[src/rtl/trim_pkg.sv]
package trim_pkg;
  typedef enum logic [1:0] {
    STEP_NONE = 2'd0,
    STEP_INC  = 2'd1,
    STEP_DEC  = 2'd2,
    STEP_MID  = 2'd3
  } step_cmd_e;
endpackage

[src/rtl/trim_sync.sv]
module trim_sync #(
  parameter int STAGES = 2
) (
  input  logic clk_i,
  input  logic rst_ni,
  input  logic d_i,
  output logic q_o
);
  logic [STAGES-1:0] sr_q;

  always_ff @(posedge clk_i or negedge rst_ni) begin
    if (!rst_ni) sr_q <= '0;
    else         sr_q <= {sr_q[STAGES-2:0], d_i};
  end

  assign q_o = sr_q[STAGES-1];
endmodule

[src/rtl/trim_edge.sv]
module trim_edge (
  input  logic clk_i,
  input  logic rst_ni,
  input  logic lvl_i,
  output logic rise_o
);
  logic prev_q;

  always_ff @(posedge clk_i or negedge rst_ni) begin
    if (!rst_ni) prev_q <= 1'b0;
    else         prev_q <= lvl_i;
  end

  assign rise_o = lvl_i & ~prev_q;
endmodule

[src/rtl/trim_step_ctl.sv]
module trim_step_ctl
  import trim_pkg::*;
(
  input  logic      run_i,
  input  logic      pol_i,
  input  logic      up_lvl_i,
  input  logic      dn_lvl_i,
  input  logic      up_rise_i,
  input  logic      dn_rise_i,
  output step_cmd_e cmd_o
);
  // both-high outranks any edge in the same cycle
  always_comb begin
    cmd_o = STEP_NONE;
    if (run_i) begin
      if (up_lvl_i && dn_lvl_i) cmd_o = STEP_MID;
      else if (up_rise_i)       cmd_o = pol_i ? STEP_DEC : STEP_INC;
      else if (dn_rise_i)       cmd_o = pol_i ? STEP_INC : STEP_DEC;
    end
  end
endmodule

[src/rtl/trim_counter.sv]
module trim_counter
  import trim_pkg::*;
#(
  parameter int CODE_W = 5
) (
  input  logic              clk_i,
  input  logic              rst_ni,
  input  step_cmd_e         cmd_i,
  output logic [CODE_W-1:0] code_o
);
  localparam logic [CODE_W-1:0] MID_CODE = CODE_W'(1) << (CODE_W - 1);
  localparam logic [CODE_W-1:0] TOP_CODE = '1;

  logic [CODE_W-1:0] code_q, code_d;

  always_comb begin
    code_d = code_q;
    unique case (cmd_i)
      STEP_INC:  if (code_q != TOP_CODE) code_d = code_q + CODE_W'(1);
      STEP_DEC:  if (code_q != '0)       code_d = code_q - CODE_W'(1);
      STEP_MID:  code_d = MID_CODE;
      default:   code_d = code_q;
    endcase
  end

  always_ff @(posedge clk_i or negedge rst_ni) begin
    if (!rst_ni) code_q <= MID_CODE;
    else         code_q <= code_d;
  end

  assign code_o = code_q;
endmodule

[src/rtl/trim_updn_ctrl.sv]
module trim_updn_ctrl
  import trim_pkg::*;
#(
  parameter int CODE_W      = 5,
  parameter int SYNC_STAGES = 2
) (
  input  logic              clk_i,
  input  logic              rst_ni,
  input  logic              up_i,
  input  logic              dn_i,
  input  logic              pol_i,
  input  logic              shdn_ni,
  output logic [CODE_W-1:0] code_o,
  output logic [CODE_W-1:0] dac_code_o
);
  localparam int N_IN  = 4;
  localparam int IX_UP = 0;
  localparam int IX_DN = 1;
  localparam int IX_SD = 2;
  localparam int IX_PO = 3;

  logic [N_IN-1:0] raw_in, sync_in;
  logic [1:0]      rise;
  logic            run, both_hi;
  step_cmd_e       step_cmd;

  assign raw_in = {pol_i, shdn_ni, dn_i, up_i};

  for (genvar i = 0; i < N_IN; i++) begin : g_sync
    trim_sync #(.STAGES(SYNC_STAGES)) u_sync (
      .clk_i (clk_i),
      .rst_ni(rst_ni),
      .d_i   (raw_in[i]),
      .q_o   (sync_in[i])
    );
  end

  for (genvar i = 0; i < 2; i++) begin : g_edge
    trim_edge u_edge (
      .clk_i (clk_i),
      .rst_ni(rst_ni),
      .lvl_i (sync_in[i]),
      .rise_o(rise[i])
    );
  end

  assign run     = sync_in[IX_SD];
  assign both_hi = sync_in[IX_UP] & sync_in[IX_DN];

  trim_step_ctl u_step (
    .run_i    (run),
    .pol_i    (sync_in[IX_PO]),
    .up_lvl_i (sync_in[IX_UP]),
    .dn_lvl_i (sync_in[IX_DN]),
    .up_rise_i(rise[IX_UP]),
    .dn_rise_i(rise[IX_DN]),
    .cmd_o    (step_cmd)
  );

  trim_counter #(.CODE_W(CODE_W)) u_cnt (
    .clk_i (clk_i),
    .rst_ni(rst_ni),
    .cmd_i (step_cmd),
    .code_o(code_o)
  );

  assign dac_code_o = run ? code_o : '0;
endmodule

[config.mk]
export PLATFORM = sky130hd
export DESIGN_NAME = trim_updn_ctrl
export DESIGN_NICKNAME = d
export VERILOG_FILES = /design/src/rtl/trim_pkg.sv /design/src/rtl/trim_sync.sv /design/src/rtl/trim_edge.sv /design/src/rtl/trim_step_ctl.sv /design/src/rtl/trim_counter.sv /design/src/rtl/trim_updn_ctrl.sv
export SDC_FILE = /design/constraint.sdc
export NUM_CORES = 1
export LEC_CHECK = 0
export BUFFER_PORTS_ARGS = -buffer_cell sky130_fd_sc_hd__buf_2
export CORE_AREA = 2 2 55 57
export CTS_CLUSTER_SIZE = 16
export DETAILED_ROUTE_END_ITERATION = 6
export DIE_AREA = 0 0 57 59
export GPL_ROUTABILITY_DRIVEN = 0
export PLACE_DENSITY = 0.57
export SYNTH_ARGS = -nofsm -noshare
export SYNTH_HDL_FRONTEND = slang
export SYNTH_SLANG_ARGS = --single-unit
export TNS_END_PERCENT = 100
[constraint.sdc]
create_clock -name clk_i -period 2.4 [get_ports clk_i]
set_input_delay 0.12 -clock clk_i [delete_from_list [all_inputs] [get_ports clk_i]]
set_output_delay 0.12 -clock clk_i [all_outputs]
set_load 0.05 [all_outputs]
==> results.md, run 1 <==
- Outcome: complete, no violations
- CTS root buffer: clkbuf_4
- Post-DP Area: 885.9 um^2
- Initial antenna violation count: 0
- Seq pwr share: 0.366
- Layout net count: 103
- DPL Wire Length: 1106 um
- DRT iter0 DRCs: 5
- Later-pin clock latency in the skew report: 0.28 ns
- Clock buffers created by TritonCTS: 3
- Avg Inst Size Synth: 11.83 um^2
- Register area: 380.4 um^2
- Sequential share of the synthesized area: 0.4975
- Final setup violating endpoints: 0
- Largest net degree at the start of global routing: 16
- Htree depth: 1
- Synthesis Warnings: 0
- Synthesis-to-finish area growth: 38.84%
- Final Hold Viols: 0
- WP data arrival: 2.52 ns
- I/O pin count: 16
- Clock Sink Count: 15
- Internal: 533.3 uW
- Power Dens Cells: 964.1 mW/mm^2
- Wirelength per Cell: 12.51 um
- Lkg Pwr: 0.4781 nW
- Clk pwr share: 0.140
- CP Max Fanout: 5
- Final Core Density: 0.3878
- Fin area: 0.001051 mm^2
- CP Capture Type: flip-flop
- Maxcap violations: 0
- Area of the mapped netlist: 757.0 um^2
- Worst Skew: 0.004604 ns
- CTS Buffer Depth: 2
- Commonest non-fill, non-tap cell in the layout: buf_2
- Maximum VDD drop: 0.0006309 V
- All-Layer GR Usage: 0.09568
- Vias/cell: 4.748
- Die H: 59 um
- Filler cells: 273
- Share of cells above drive strength 1: 0.4130
- Pre-CTS setup slack: -0.004804 ns
- DIE AREA: 0.003363 mm^2
- Routed wire length: 1539 um
- Most frequent cells in the layout: buf_2 (15), dfrtp_1 (11), and2_1 (5), dlygate4sd3_1 (5), buf_4 (4)
- Multi-input logic area: 430.4 um^2
- Die width: 57 um
- Syn Inst Count: 64
- Pre-Repair DR Iteration Count: 4
- F_max: 432.5 MHz
- Post-route ant nets: 0
- Hold Path Class: in2async
- Synthesized Nets: 74
- DR vias: 584
- Sw frac: 0.4737
- Grt total ovfl: 0
- Synthesized flop and latch total: 15
- Worst-Margin Slew: 0.3549 ns
- Port buffer count: 15
- Vias in the first global route: 597
- CP Launch Type: flip-flop
- Rows: 19
- Period utilisation layout: 0.9633
- Final Max Slew Viols: 0
- Fin worst setup slack: 0.08809 ns
- Antenna diodes: 0
- First-pass GRT wire length: 2463 um
- Distinct cells, synth: 34
- CTS tree: yes
- Share of power burned in combinational logic: 0.494
- Residual DRC: 0
- Critical Setup Path Class: reg2reg
- Worst slew margin: 0.7634
- Min Tclk post-route: 2.312 ns
- Psw: 480.0 uW
- WP data required: 2.61 ns
- Core area: 0.002710 mm^2
- Starting density of the core: 0.2793
- Clock slew at reported path FFs: 0.09 ns
[stage by stage]
step                       TNS (ns)  power, mW  hold slack [ns]  std cells
after global placement            0     0.8220          0.03029        112
after CTS                         0     0.9803           0.2537        121
after detailed placement  -0.004804     0.8260          0.03702        112
after global routing       -0.02811      1.082           0.2814        123
final                             0      1.013           0.2587        123
after floorplan                   0     0.7091          -0.1756         64
[routing by layer]
layer,vias to the layer above,part of all wire,global-route usage
met4,0,0.022,0.07309
met5,-,0,0
li1,287,-,-
met3,4,0.040,0.01310
met1,277,0.47,0.1191
met2,16,0.47,0.1511
[sequential cells by signal, indices dropped and copies added (netlist names)]
name,flops
g_edge.u_edge.prev_q,2
g_sync.u_sync.sr_q,8
u_cnt.code_o,5
[Yosys cell counts (all sizes together)]
| master | count | share of area |
|---|---|---|
| inv | 3 | 0.015 |
| dfrtp | 14 | 0.46 |
| nor3 | 1 | 0.0066 |
| nor4 | 1 | 0.0083 |
| nand2 | 1 | 0.0050 |
| nand4 | 1 | 0.0083 |
| and4b | 2 | 0.026 |
| or3b | 1 | 0.012 |
| a31o | 1 | 0.012 |
| clkinv | 1 | 0.0066 |
| and2 | 5 | 0.041 |
| o31a | 1 | 0.012 |
| xor2 | 1 | 0.012 |
| mux2i | 2 | 0.026 |
| nor2 | 3 | 0.018 |
| o21bai | 1 | 0.0099 |
| nand2b | 1 | 0.0083 |
| a21o | 1 | 0.0099 |
| a31oi | 1 | 0.0083 |
| dfstp | 1 | 0.035 |
| a21oi | 2 | 0.018 |
| nor4bb | 1 | 0.013 |
| nor4b | 1 | 0.012 |
| ha | 3 | 0.050 |
| fa | 1 | 0.026 |
| o22ai | 1 | 0.017 |
| mux2 | 3 | 0.045 |
| a2111o | 1 | 0.015 |
| nor2b | 3 | 0.025 |
| o21ai | 5 | 0.038 |
[critical path, cell delays in order (launching register included)]
cell and delay (ns):
dfrtp_2 0.45, nor4bb_4 0.31, o21ai_2 0.14, fa_1 0.43, nor2b_4 0.15, o21ai_2 0.06
and4b_1 0.19, a2111o_1 0.37, o31a_1 0.12
[power groups by stage]
stage,sequential (mW),combinational (mW),clock [mW]
floorplan,0.474,0.235,0
global placement,0.363,0.459,0
detailed placement,0.366,0.460,0
CTS,0.362,0.468,0.150
global route,0.380,0.542,0.160
finish,0.371,0.500,0.142
[final timing paths]
check                                                   startpoint                            endpoint  slack, ns  depth (start not counted)
worst max-delay path            g_sync[1].u_sync.sr_q[1]$_DFF_PN0_         u_cnt.code_o[4]$_DFFE_PN1P_       0.09                          8
worst min-delay path                                        rst_ni  g_sync[2].u_sync.sr_q[1]$_DFF_PN0_       0.26                          2
worst max register to register  g_sync[1].u_sync.sr_q[1]$_DFF_PN0_         u_cnt.code_o[4]$_DFFE_PN1P_       0.09                          8
worst min register to register  g_sync[3].u_sync.sr_q[0]$_DFF_PN0_  g_sync[3].u_sync.sr_q[1]$_DFF_PN0_       0.36                          0
max in group asynchronous                                   rst_ni         u_cnt.code_o[4]$_DFFE_PN1P_       1.85                          2
min in group clk_i              g_sync[3].u_sync.sr_q[0]$_DFF_PN0_  g_sync[3].u_sync.sr_q[1]$_DFF_PN0_       0.36                          0
[repair_timing]
action	4_1_cts	5_1_grt
setup endpoints to repair	1	1
setup buffers	0	2
hold endpoints to repair	18	0
pin swaps	0	1
gates resized for setup	2	10
hold buffers	5	0
[layout make-up]
class                   count  share of cell area
multi-input cells          45              0.4095
well taps                  31             0.03690
inverters                   4             0.01548
flip-flops and latches     15              0.3619
clock inverters             1            0.007143
clock buffers               3             0.02143
repair buffers             24              0.1476
[cell families after synthesis]
family	synth area share
adder cells (fa/ha/maj)	0.07604
AO/OA/AOI/OAI	0.1388
multiplexers	0.07107
flip-flops	0.4975
buffers and inverters	0.02148
AND/OR/NAND/NOR	0.1835
XOR/XNOR	0.01157
Power figures use the tool's default switching activity.
==> run 2: changes to the inputs <==
--- a/config.mk
+++ b/config.mk
@@ -11,7 +11,8 @@
 export DETAILED_ROUTE_END_ITERATION = 6
 export DIE_AREA = 0 0 57 59
 export GPL_ROUTABILITY_DRIVEN = 0
-export PLACE_DENSITY = 0.57
+export PLACE_DENSITY = 0.56
+export SKIP_CTS_REPAIR_TIMING = 1
 export SYNTH_ARGS = -nofsm -noshare
 export SYNTH_HDL_FRONTEND = slang
 export SYNTH_SLANG_ARGS = --single-unit
==> constraint.sdc (replaced) <==
create_clock -name clk_i -period 2.65 [get_ports clk_i]
set_input_delay 0.1325 -clock clk_i [delete_from_list [all_inputs] [get_ports clk_i]]
set_output_delay 0.1325 -clock clk_i [all_outputs]
set_load 0.05 [all_outputs]
==> results.md, run 2 (synthesis gave the netlist of run 1 again) <==
- Outcome: complete, no violations
- Core area: 0.002710 mm^2 (unchanged)
- R2R Path Start: g_sync[3].u_sync.sr_q[1]$_DFF_PN0_
- Critical path launch point: g_sync[3].u_sync.sr_q[1]$_DFF_PN0_
- CTS Buffer Depth: 2 (unchanged)
- Commonest non-fill, non-tap cell in the layout: buf_2
- Period utilisation layout: 0.9020 (-0.06134)
- Top reg by flops: g_sync.u_sync.sr_q
- CTS root buffer: clkbuf_4
- Grt total ovfl: 0 (unchanged)
- F_max: 418.4 MHz (-3.3%)
- DRT iter0 DRCs: 15 (+10)
- Largest net degree at the start of global routing: 16 (unchanged)
- Synthesis-to-finish area growth: 26.28%
- Register area: 376.6 um^2 (-0.99%)
- Starting density of the core: 0.2793 (unchanged)
- Multi-input logic area: 364.1 um^2 (-15%)
- DIE AREA: 0.003363 mm^2 (unchanged)
- Wirelength per Cell: 11.70 um (-6.5%)
- R2R depth: 8 (unchanged)
- Reg2reg setup slack: 0.26 ns (+0.17 ns)
- Final Hold Viols: 0 (unchanged)
- Initial antenna violation count: 0 (unchanged)
- Port buffer count: 15 (unchanged)
- Post-route ant nets: 0 (unchanged)
- Number of flip-flops under the largest register name: 8 (unchanged)
- Worst Setup EP: u_cnt.code_o[4]$_DFFE_PN1P_
- Layout net count: 100 (-2.9%)
- CP Max Fanout: 6 (+1)
- Lkg Pwr: 0.4534 nW (-5.2%)
- RSZ-0062 raised after global routing: no
- Die width: 57 um (unchanged)
- DR vias: 574 (-1.7%)
- Rows: 19 (unchanged)
- Filler cells: 290 (+6.2%)
- Final setup violating endpoints: 0 (unchanged)
- CP Capture Type: flip-flop
- Most frequent cells in the layout: buf_2 (15), dfrtp_1 (14), and2_1 (5), dlygate4sd3_1 (5)
- Clock buffers created by TritonCTS: 3 (unchanged)
- First-pass GRT wire length: 2511 um (+1.9%)
- Worst r2r dst: u_cnt.code_o[4]$_DFFE_PN1P_
- Maximum VDD drop: 0.0005403 V (-14%)
- WP data arrival: 2.60 ns (+0.08 ns)
- Max stage delay cell, worst path: dfrtp_1
- Pre-Repair DR Iteration Count: 4 (unchanged)
- CTS tree: yes
- Routed wire length: 1404 um (-8.8%)
- Min Tclk post-route: 2.390 ns (+0.07828 ns)
- Critical Setup Path Class: reg2reg
- CP Launch Type: flip-flop
- Power Dens Cells: 909.6 mW/mm^2 (-5.7%)
- Antenna diodes: 0 (unchanged)
- Later-pin clock latency in the skew report: 0.27 ns (about the same)
- Worst Skew: 0.003288 ns (-0.001316 ns)
- Vias/cell: 4.783 (+0.74%)
- Residual DRC: 0 (unchanged)
- All-Layer GR Usage: 0.09610 (+0.0004198)
- Die H: 59 um (unchanged)
- Vias in the first global route: 580 (-2.8%)
- Hold Path Class: in2async
- Critical Path Max Stage Delay: 0.43 ns (-0.02 ns)
- Clock slew at reported path FFs: 0.09 ns (about the same)
- Share of cells above drive strength 1: 0.2921 (-0.1209)
- Worst slew margin: 0.7691 (+0.005707)
- Clock Sink Count: 15 (unchanged)
- I/O pin count: 16 (unchanged)
- Setup TNS: 0 ns (unchanged)
- Maxcap violations: 0 (unchanged)
- WP data required: 2.86 ns (+0.25 ns)
- CP Cell Sequence: nor4b_1 > o21ai_2 > fa_1 > nor2b_1 > o21ai_1 > and4b_1 > a2111o_1 > o31a_1
- Final Max Slew Viols: 0 (unchanged)
- DPL Wire Length: 1112 um (+0.51%)
- Worst-Margin Slew: 0.3416 ns (-0.01337 ns)
- Fin Hold WS: 0.2705 ns (+0.01179 ns)
- Htree depth: 1 (unchanged)
==> run 2: cell types whose count changed in the layout (fill, tap and decap cells not counted), moves of 2 or more <==
cell,before,now
ha_1,1,3
dfrtp_2,3,0
ha_4,2,0
buf_4,4,1
dfrtp_1,11,14
==> run 2: worst min path at each step <==
stage / startpoint / end / slack, ns / cells after the start
final: rst_ni / g_sync[2].u_sync.sr_q[1]$_DFF_PN0_ / 0.27 / 2
after detailed placement: rst_ni / u_cnt.code_o[2]$_DFFE_PN0P_ / 0.05 / 1
after global routing: rst_ni / g_sync[2].u_sync.sr_q[1]$_DFF_PN0_ / 0.30 / 2
after CTS: rst_ni / g_sync[2].u_sync.sr_q[1]$_DFF_PN0_ / -0.26 / 1
after global placement: rst_ni / u_cnt.code_o[3]$_DFFE_PN0P_ / 0.04 / 1
after floorplan: rst_ni / g_edge[0].u_edge.prev_q$_DFF_PN0_ / -0.16 / 0
==> run 2: metrics by stage <==
stage,area (um^2),cells,power [mW],setup WS (ns),util
finish,955.9,120,0.8695,0.2598,0.3527
global route,955.9,120,0.9402,0.06896,0.3527
CTS,905.9,115,0.8802,0.2316,0.3343
detailed placement,878.3,111,0.7489,0.2632,0.3241
global placement,878.3,111,0.7500,0.2698,0.3241
floorplan,757.0,64,0.6422,0.4224,-
==> run 2: final cells by class <==
type	instances	area share
sequential	15	0.3940
multi-input combinational	45	0.3809
timing repair buffer	21	0.1387
tap	31	0.04058
clock buffer	3	0.02356
inverter	4	0.01702
clock inverter	1	0.005236
==> run 2: power breakdown <==
part	switching, mW	internal (mW)
clock network	0.0677	0.0559
logic	0.289	0.131
registers	0.0550	0.271
==> run 2: critical path: cells and delay by family, from the launching register on <==
kind | cells | cell delay (ns)
and+or+nand+nor | 3 | 0.76
AOI/OAI and AO/OA | 4 | 0.73
adders and majority gates | 1 | 0.41
DFF | 1 | 0.43
==> run 2: routing by layer <==
layer | wire length (um) | GRT usage | vias to the layer above
met5 | 0 | 0 | -
li1 | - | - | 282
met1 | 644 | 0.1231 | 281
met4 | 14 | 0.05980 | 0
met2 | 694 | 0.1544 | 9
met3 | 51 | 0.01310 | 2
